[config.mk]
export PLATFORM = sky130hd
export DESIGN_NAME = chan_result_store
export DESIGN_NICKNAME = d
export VERILOG_FILES = /design/src/rtl/rs_pkg.sv /design/src/rtl/rs_addr_latch.sv /design/src/rtl/rs_wr_buffer.sv /design/src/rtl/rs_mem.sv /design/src/rtl/chan_result_store.sv
export SDC_FILE = /design/constraint.sdc
export NUM_CORES = 1
export LEC_CHECK = 0
export BUFFER_PORTS_ARGS = -buffer_cell sky130_fd_sc_hd__buf_2
export CAP_MARGIN = 20
export CORE_ASPECT_RATIO = 0.7
export CORE_MARGIN = 4
export CORE_UTILIZATION = 28
export DETAILED_ROUTE_END_ITERATION = 6
export SLEW_MARGIN = 20
export SYNTH_ARGS = -nofsm -noshare
export SYNTH_HDL_FRONTEND = slang
export SYNTH_SLANG_ARGS = --single-unit
[constraint.sdc]
create_clock -name clk_i -period 1.9 [get_ports clk_i]
set_input_delay 0.38 -clock clk_i [delete_from_list [all_inputs] [get_ports clk_i]]
set_output_delay 0.38 -clock clk_i [all_outputs]
set_load 0.1 [all_outputs]
[src/rtl/rs_pkg.sv]
package rs_pkg;
  localparam int unsigned RS_AW = 3;
  localparam int unsigned RS_DW = 8;
endpackage

[src/rtl/rs_addr_latch.sv]
module rs_addr_latch #(
  parameter int unsigned AW = rs_pkg::RS_AW
) (
  input  logic          clk_i,
  input  logic          rst_ni,
  input  logic          ale_i,
  input  logic [AW-1:0] addr_i,
  output logic [AW-1:0] addr_o
);
  logic [AW-1:0] held_q;

  // transparent while enabled, else last passed value
  assign addr_o = ale_i ? addr_i : held_q;

  always_ff @(posedge clk_i or negedge rst_ni) begin
    if (!rst_ni) held_q <= '0;
    else         held_q <= addr_o;
  end
endmodule

[src/rtl/rs_wr_buffer.sv]
module rs_wr_buffer #(
  parameter int unsigned AW = rs_pkg::RS_AW,
  parameter int unsigned DW = rs_pkg::RS_DW
) (
  input  logic          clk_i,
  input  logic          rst_ni,
  input  logic          req_i,
  input  logic [AW-1:0] addr_i,
  input  logic [DW-1:0] data_i,
  input  logic          cs_ni,
  output logic          commit_o,
  output logic [AW-1:0] commit_addr_o,
  output logic [DW-1:0] commit_data_o,
  output logic          ack_o
);
  logic          pend_q;
  logic [AW-1:0] addr_q;
  logic [DW-1:0] data_q;

  // commit only on edges where the processor is off the bus
  assign commit_o      = pend_q & cs_ni;
  assign commit_addr_o = addr_q;
  assign commit_data_o = data_q;

  always_ff @(posedge clk_i or negedge rst_ni) begin
    if (!rst_ni) begin
      pend_q <= 1'b0;
      addr_q <= '0;
      data_q <= '0;
      ack_o  <= 1'b0;
    end else begin
      ack_o <= commit_o;
      if (req_i) begin
        pend_q <= 1'b1;
        addr_q <= addr_i;
        data_q <= data_i;
      end else if (commit_o) begin
        pend_q <= 1'b0;
      end
    end
  end
endmodule

[src/rtl/rs_mem.sv]
module rs_mem #(
  parameter int unsigned AW = rs_pkg::RS_AW,
  parameter int unsigned DW = rs_pkg::RS_DW
) (
  input  logic          clk_i,
  input  logic          rst_ni,
  input  logic          we_i,
  input  logic [AW-1:0] waddr_i,
  input  logic [DW-1:0] wdata_i,
  input  logic [AW-1:0] raddr_i,
  output logic [DW-1:0] rdata_o
);
  localparam int unsigned DEPTH = 1 << AW;

  logic [DW-1:0] word_q [DEPTH];

  for (genvar g = 0; g < DEPTH; g++) begin : g_word
    always_ff @(posedge clk_i or negedge rst_ni) begin
      if (!rst_ni)                                 word_q[g] <= '0;
      else if (we_i && (waddr_i == AW'(g)))        word_q[g] <= wdata_i;
    end
  end

  assign rdata_o = word_q[raddr_i];
endmodule

[src/rtl/chan_result_store.sv]
module chan_result_store #(
  parameter int unsigned AW = rs_pkg::RS_AW,
  parameter int unsigned DW = rs_pkg::RS_DW
) (
  input  logic          clk_i,
  input  logic          rst_ni,
  input  logic          wr_req_i,
  input  logic [AW-1:0] wr_addr_i,
  input  logic [DW-1:0] wr_data_i,
  output logic          wr_ack_o,
  input  logic          ale_i,
  input  logic [AW-1:0] addr_i,
  input  logic          cs_ni,
  output logic [DW-1:0] rd_data_o,
  output logic          rd_oe_o
);
  logic [AW-1:0] rd_addr;
  logic [DW-1:0] rd_word;
  logic          commit;
  logic [AW-1:0] commit_addr;
  logic [DW-1:0] commit_data;

  rs_addr_latch #(.AW(AW)) u_latch (
    .clk_i  (clk_i),
    .rst_ni (rst_ni),
    .ale_i  (ale_i),
    .addr_i (addr_i),
    .addr_o (rd_addr)
  );

  rs_wr_buffer #(.AW(AW), .DW(DW)) u_wbuf (
    .clk_i         (clk_i),
    .rst_ni        (rst_ni),
    .req_i         (wr_req_i),
    .addr_i        (wr_addr_i),
    .data_i        (wr_data_i),
    .cs_ni         (cs_ni),
    .commit_o      (commit),
    .commit_addr_o (commit_addr),
    .commit_data_o (commit_data),
    .ack_o         (wr_ack_o)
  );

  rs_mem #(.AW(AW), .DW(DW)) u_mem (
    .clk_i   (clk_i),
    .rst_ni  (rst_ni),
    .we_i    (commit),
    .waddr_i (commit_addr),
    .wdata_i (commit_data),
    .raddr_i (rd_addr),
    .rdata_o (rd_word)
  );

  always_ff @(posedge clk_i or negedge rst_ni) begin
    if (!rst_ni) begin
      rd_oe_o   <= 1'b0;
      rd_data_o <= '0;
    end else begin
      rd_oe_o   <= ~cs_ni;
      rd_data_o <= cs_ni ? '0 : rd_word;
    end
  end
endmodule

Yosys cells after proc, flatten, opt, wreduce, memory -nomap -nowiden
Index checks and enable logic that the tools add are counted.
{ "totals": {"output_inout_bits": 10, "reg_bits": 89, "in_bits": 19, "elab_cells": 43} }
{ "op_classes": {"mux": 7, "n_eq_ne": 7, "reduce_logical": 10, "n_bitwise": 3, "order_cmp": 1} }
{ "op_table": {"columns": ["op", "count"], "rows": [
  ["$bmux W8 S3", 1],
  ["$mux W8", 3],
  ["$eq A3 B3 Y1 const B", 4],
  ["$logic_and A1 B1 Y1", 8],
  ["$eq A3 B2 Y1 const B", 2],
  ["$ge A4 B4 Y1 const B", 1],
  ["$not A3 Y4", 1],
  ["$eq A3 B1 Y1 const B", 1],
  ["$logic_not A3 Y1", 1],
  ["$mux W3", 1],
  ["$mux W1", 2],
  ["$reduce_bool A2 Y1", 1],
  ["$and A1 B1 Y1", 1],
  ["$not A1 Y1", 1]
]} }

Longest topological paths before layout
{ "logic_depth": {"word_depth": 6, "mapped_depth": 6} }

By module
A second synthesis with hierarchy kept.
{ "unflattened": {"hier_cells": 224, "area_unflattened_um2": 3893.7} }
{ "by_module_without_submodules": {"columns": ["module", "area_per_inst_um2", "cells_per_inst", "n_inst"], "rows": [
  ["rs_mem", 2992.9, 172, 1],
  ["rs_wr_buffer", 513.0, 28, 1],
  ["chan_result_store", 279.0, 18, 1],
  ["rs_addr_latch", 108.9, 6, 1]
]} }

Least setup slack after synthesis
OpenSTA, ideal clock, no wires.
{ "synth_timing": {"kind": "input to register", "start": "input cs_ni", "end": "register u_mem.word_q[56] in the netlist's numbering", "required_ns": 1.772, "setup_time_ns": 0.128, "slack_ns": 0.360, "t_arrival_ns": 1.412, "stages": 5, "cell_sequence": "and2_1 > nand2b_1 > or3_1 > buf_2 > mux2_1"} }
{ "synth_between": {"elab_chain_cells": 2} }
{ "synth_lines": {"columns": ["item", "line", "text"], "rows": [
  ["from (decl)", "chan_result_store.sv:13", "input logic cs_ni,"],
  ["$and A1 B1 Y1", "rs_wr_buffer.sv:21", "assign commit_o = pend_q & cs_ni;"],
  ["$logic_and A1 B1 Y1", "rs_mem.sv:20", "else if (we_i && (waddr_i == AW'(g))) word_q[g] <= wdata_i;"],
  ["to (signal, indexed assignment)", "rs_mem.sv:20", null],
  ["to (decl)", "rs_mem.sv:15", "logic [DW-1:0] word_q [DEPTH];"]
]} }
Every way passes these cells.
A chain may end at the register's enable or synchronous reset.

Final worst setup path
{ "layout_timing": {"start": "register u_wbuf.pend_q", "end": "register u_mem.word_q[62] in the netlist's numbering"} }
{ "layout_between": {"elab_chain_cells": 2} }
{ "layout_lines": {"columns": ["item", "line", "text"], "rows": [
  ["from (decl)", "rs_wr_buffer.sv:16", "logic pend_q;"],
  ["from (signal assigned)", "rs_wr_buffer.sv:27", "pend_q <= 1'b0;"],
  ["from (signal assigned)", "rs_wr_buffer.sv:34", "pend_q <= 1'b1;"],
  ["from (signal assigned)", "rs_wr_buffer.sv:38", "pend_q <= 1'b0;"],
  ["$and A1 B1 Y1", "rs_wr_buffer.sv:21", null],
  ["via commit", "chan_result_store.sv:19", "logic commit;"],
  ["$logic_and A1 B1 Y1", "rs_mem.sv:20", null]
]} }
The timed path passes the listed nets, and every way through them passes these cells.

==> reports/results.txt <==
die area = 15,580 um2
Initial Util = 0.2884
starting DRC count in detailed routing = 106
Final Hold Viols = 0
CP bufs+invs = 0
top cell type's share of synthesized area = 0.5840
worst path cell trace = and2_1 > nand2b_1 > or3_1 > mux2_1
CP Max Fanout = 8
WS Path Type = reg2reg
Worst Tran Pin Value = 0.4916 ns
critical path depth = 4
final net count = 347
r2r worst-path depth = 4
core area = 13,230 um2
area occupied by multi-input gates = 1501 um2
Sw Share = 0.2941
Die W = 147.5 um
worst-skew pair later-pin latency = 0.34 ns
RePlAce Congestion = 0.7774
Power Density = 1368 nW/um2
post-synth top area cell = dfrtp_1
Logic pwr share = 0.220
syn_area_per_cell = 13.48 um2
drc violations = 0
period utilisation layout = 0.8306
Tightest Hold Check Type = in2reg
largest net degree at the start of global routing = 66
most frequent cells in the layout = dfrtp_1 (89), mux2_2 (38), nand2_1 (37), mux2_1 (37), buf_2 (27)
Reg power frac = 0.457
Setup Fix Bufs, Post-CTS = 0
post-synthesis register bit count = 89
initial antenna violation count = 0
Yosys cell types = 28
final core occ = 0.3469
synthesized instance count = 283
drt wl/cell = 16.31 um
ANT cells = 0
Cell Int Power = 4.432 mW
setup tns final = 0 ns
Placed Instances = 501
Fill cells = 1,339
I/O pin cnt = 29
HPWL after DPL = 5863 um
first-pass GRT wire length = 14,020 um
Finish-stage setup viols = 0
Worst VDD drop = 540.1 uV
fin cells = 518
Critical Path RT = 2.12 ns
Inserted Clock Buffers = 9
minimum clock period = 1.578 ns
status = completed
vias in the first global route = 2,610
port bufs = 28
clk sinks = 89
DIE HEIGHT = 105.6 um
total leakage power = 2.049 nW
Net Sw Power = 1.846 mW
maximum achievable frequency = 0.6337 GHz
most common cell after layout, fill and taps aside = dfrtp_1
first-pass iteration count of the detailed router = 4
final antenna-violating net count = 0
Critical-path top delay cell = or3_1
Resize count post-CTS = 0
DR vias/cell = 4.643
clock transition at the registers of the reported paths = 0.06 ns
Yosys Warn Count = 0
Slew Limit Headroom = 0.6745
total global routing overflow = 0
Worst EP arrival = 1.80 ns
Hold Crit Depth = 2
Cell Rows = 35
CP delay by family, top = simple AND/OR/NAND/NOR gates
Max Slew Vio Count = 0
clock share of power = 0.323
CTS tree = built
Sequential Area = 2227 um2
max-cap viol count = 0
Area Overhead vs Synth = 20.31%
clk_skew = 0.006173 ns
Post-CTS Hold Buffers = 1
Max clock buf depth = 2
Fin Hold WS = 0.2670 ns
Synth area leaders = dfrtp_1 (58%), mux2_2 (11%), mux2_1 (11%)
root buf cell = clkbuf_16
RSZ-0062 raised after global routing = no
Worst Setup End Kind = register
CTS H-tree lvls = 3
synthesized cell area = 3814 um2
vias = 2,405
Total GRT Usage = 0.1166
Crit path largest cell delay = 0.49 ns
register area share after synthesis = 0.5840
fraction of layout cells with a size suffix above 1 = 0.3063
Setup crit start kind = register
Detailed Route WL = 8448 um
Syn Nets = 302
-- routing by layer --
metal | GRT usage | share of wire | vias to the layer above
met5 | 0 | 0 | -
met4 | 0.03191 | 0.011 | 0
met1 | 0.1710 | 0.52 | 1249
li1 | - | - | 1099
met3 | 0.03438 | 0.040 | 9
met2 | 0.1669 | 0.43 | 48
-- final cells by class --
type	instances	share of cell area
multi-input cells	182	0.3272
flip-flops and latches	89	0.4854
well taps	185	0.05045
clock inverters	5	0.02236
inverters	4	0.004363
clock buffers	11	0.05290
repair buffers	42	0.05727
-- synth_stat cells, drive strengths merged --
master,n
nand3,8
mux2,75
o21ai,9
a22o,1
nor2b,1
nand2,37
clkbuf,1
and2,1
buf,7
nand2b,4
dfrtp,89
mux2i,17
o22ai,2
a32oi,8
a221o,1
a21o,1
and3,8
or3,2
inv,4
nor2,7
-- state kept, by name (all words and copies together), names as in the netlist --
name,count
u_wbuf.ack_o,1
u_wbuf.pend_q,1
u_latch.held_q,3
rd_oe_o,1
u_wbuf.commit_addr_o,3
rd_data_o,8
u_wbuf.commit_data_o,8
u_mem.word_q,64
-- power by group through the flow --
stage	Sequential, mW	Clock [mW]	Combinational, mW
global route	2.95	2.17	1.51
CTS	2.87	2.08	1.40
finish	2.87	2.03	1.38
detailed placement	2.90	0	1.40
global placement	2.87	0	1.35
floorplan	3.10	0	0.788
-- worst reg2reg max path, stage by stage (launching register included) --
cell,delay [ns]
dfrtp_1,0.34
and2_1,0.16
nand2b_1,0.08
or3_1,0.49
mux2_1,0.38
-- final timing paths --
path,start,end,slack (ns)
min reg2reg,u_mem.word_q[26]$_DFFE_PN0P_,u_mem.word_q[26]$_DFFE_PN0P_,0.48
max in group asynchronous,rst_ni,u_mem.word_q[13]$_DFFE_PN0P_,0.75
min in group asynchronous,rst_ni,u_wbuf.commit_data_o[3]$_DFFE_PN0P_,0.48
max reg2reg,u_wbuf.pend_q$_DFFE_PN0P_,u_mem.word_q[62]$_DFFE_PN0P_,0.32
max,u_wbuf.pend_q$_DFFE_PN0P_,u_mem.word_q[62]$_DFFE_PN0P_,0.32
min,wr_data_i[2],u_wbuf.commit_data_o[2]$_DFFE_PN0P_,0.27
-- metrics by stage --
stage          setup slack, ns  total power [mW]  cell area [um2]
2_1_floorplan           0.3603             3.892             3814
3_3_place_gp            0.2122             4.224             4233
3_5_place_dp            0.1869             4.299             4233
4_1_cts                 0.3004             6.348             4588
5_1_grt                 0.2311             6.632             4588
6_report                0.3219             6.278             4588
-- kinds of logic after synthesis --
| group | share of synthesized area |
|---|---|
| muxes | 0.2694 |
| DFF | 0.5840 |
| and+or+nand+nor | 0.08399 |
| AOI/OAI and AO/OA | 0.04035 |
| buffers and inverters | 0.02231 |
Note: power is estimated with default switching activity, not from simulation.
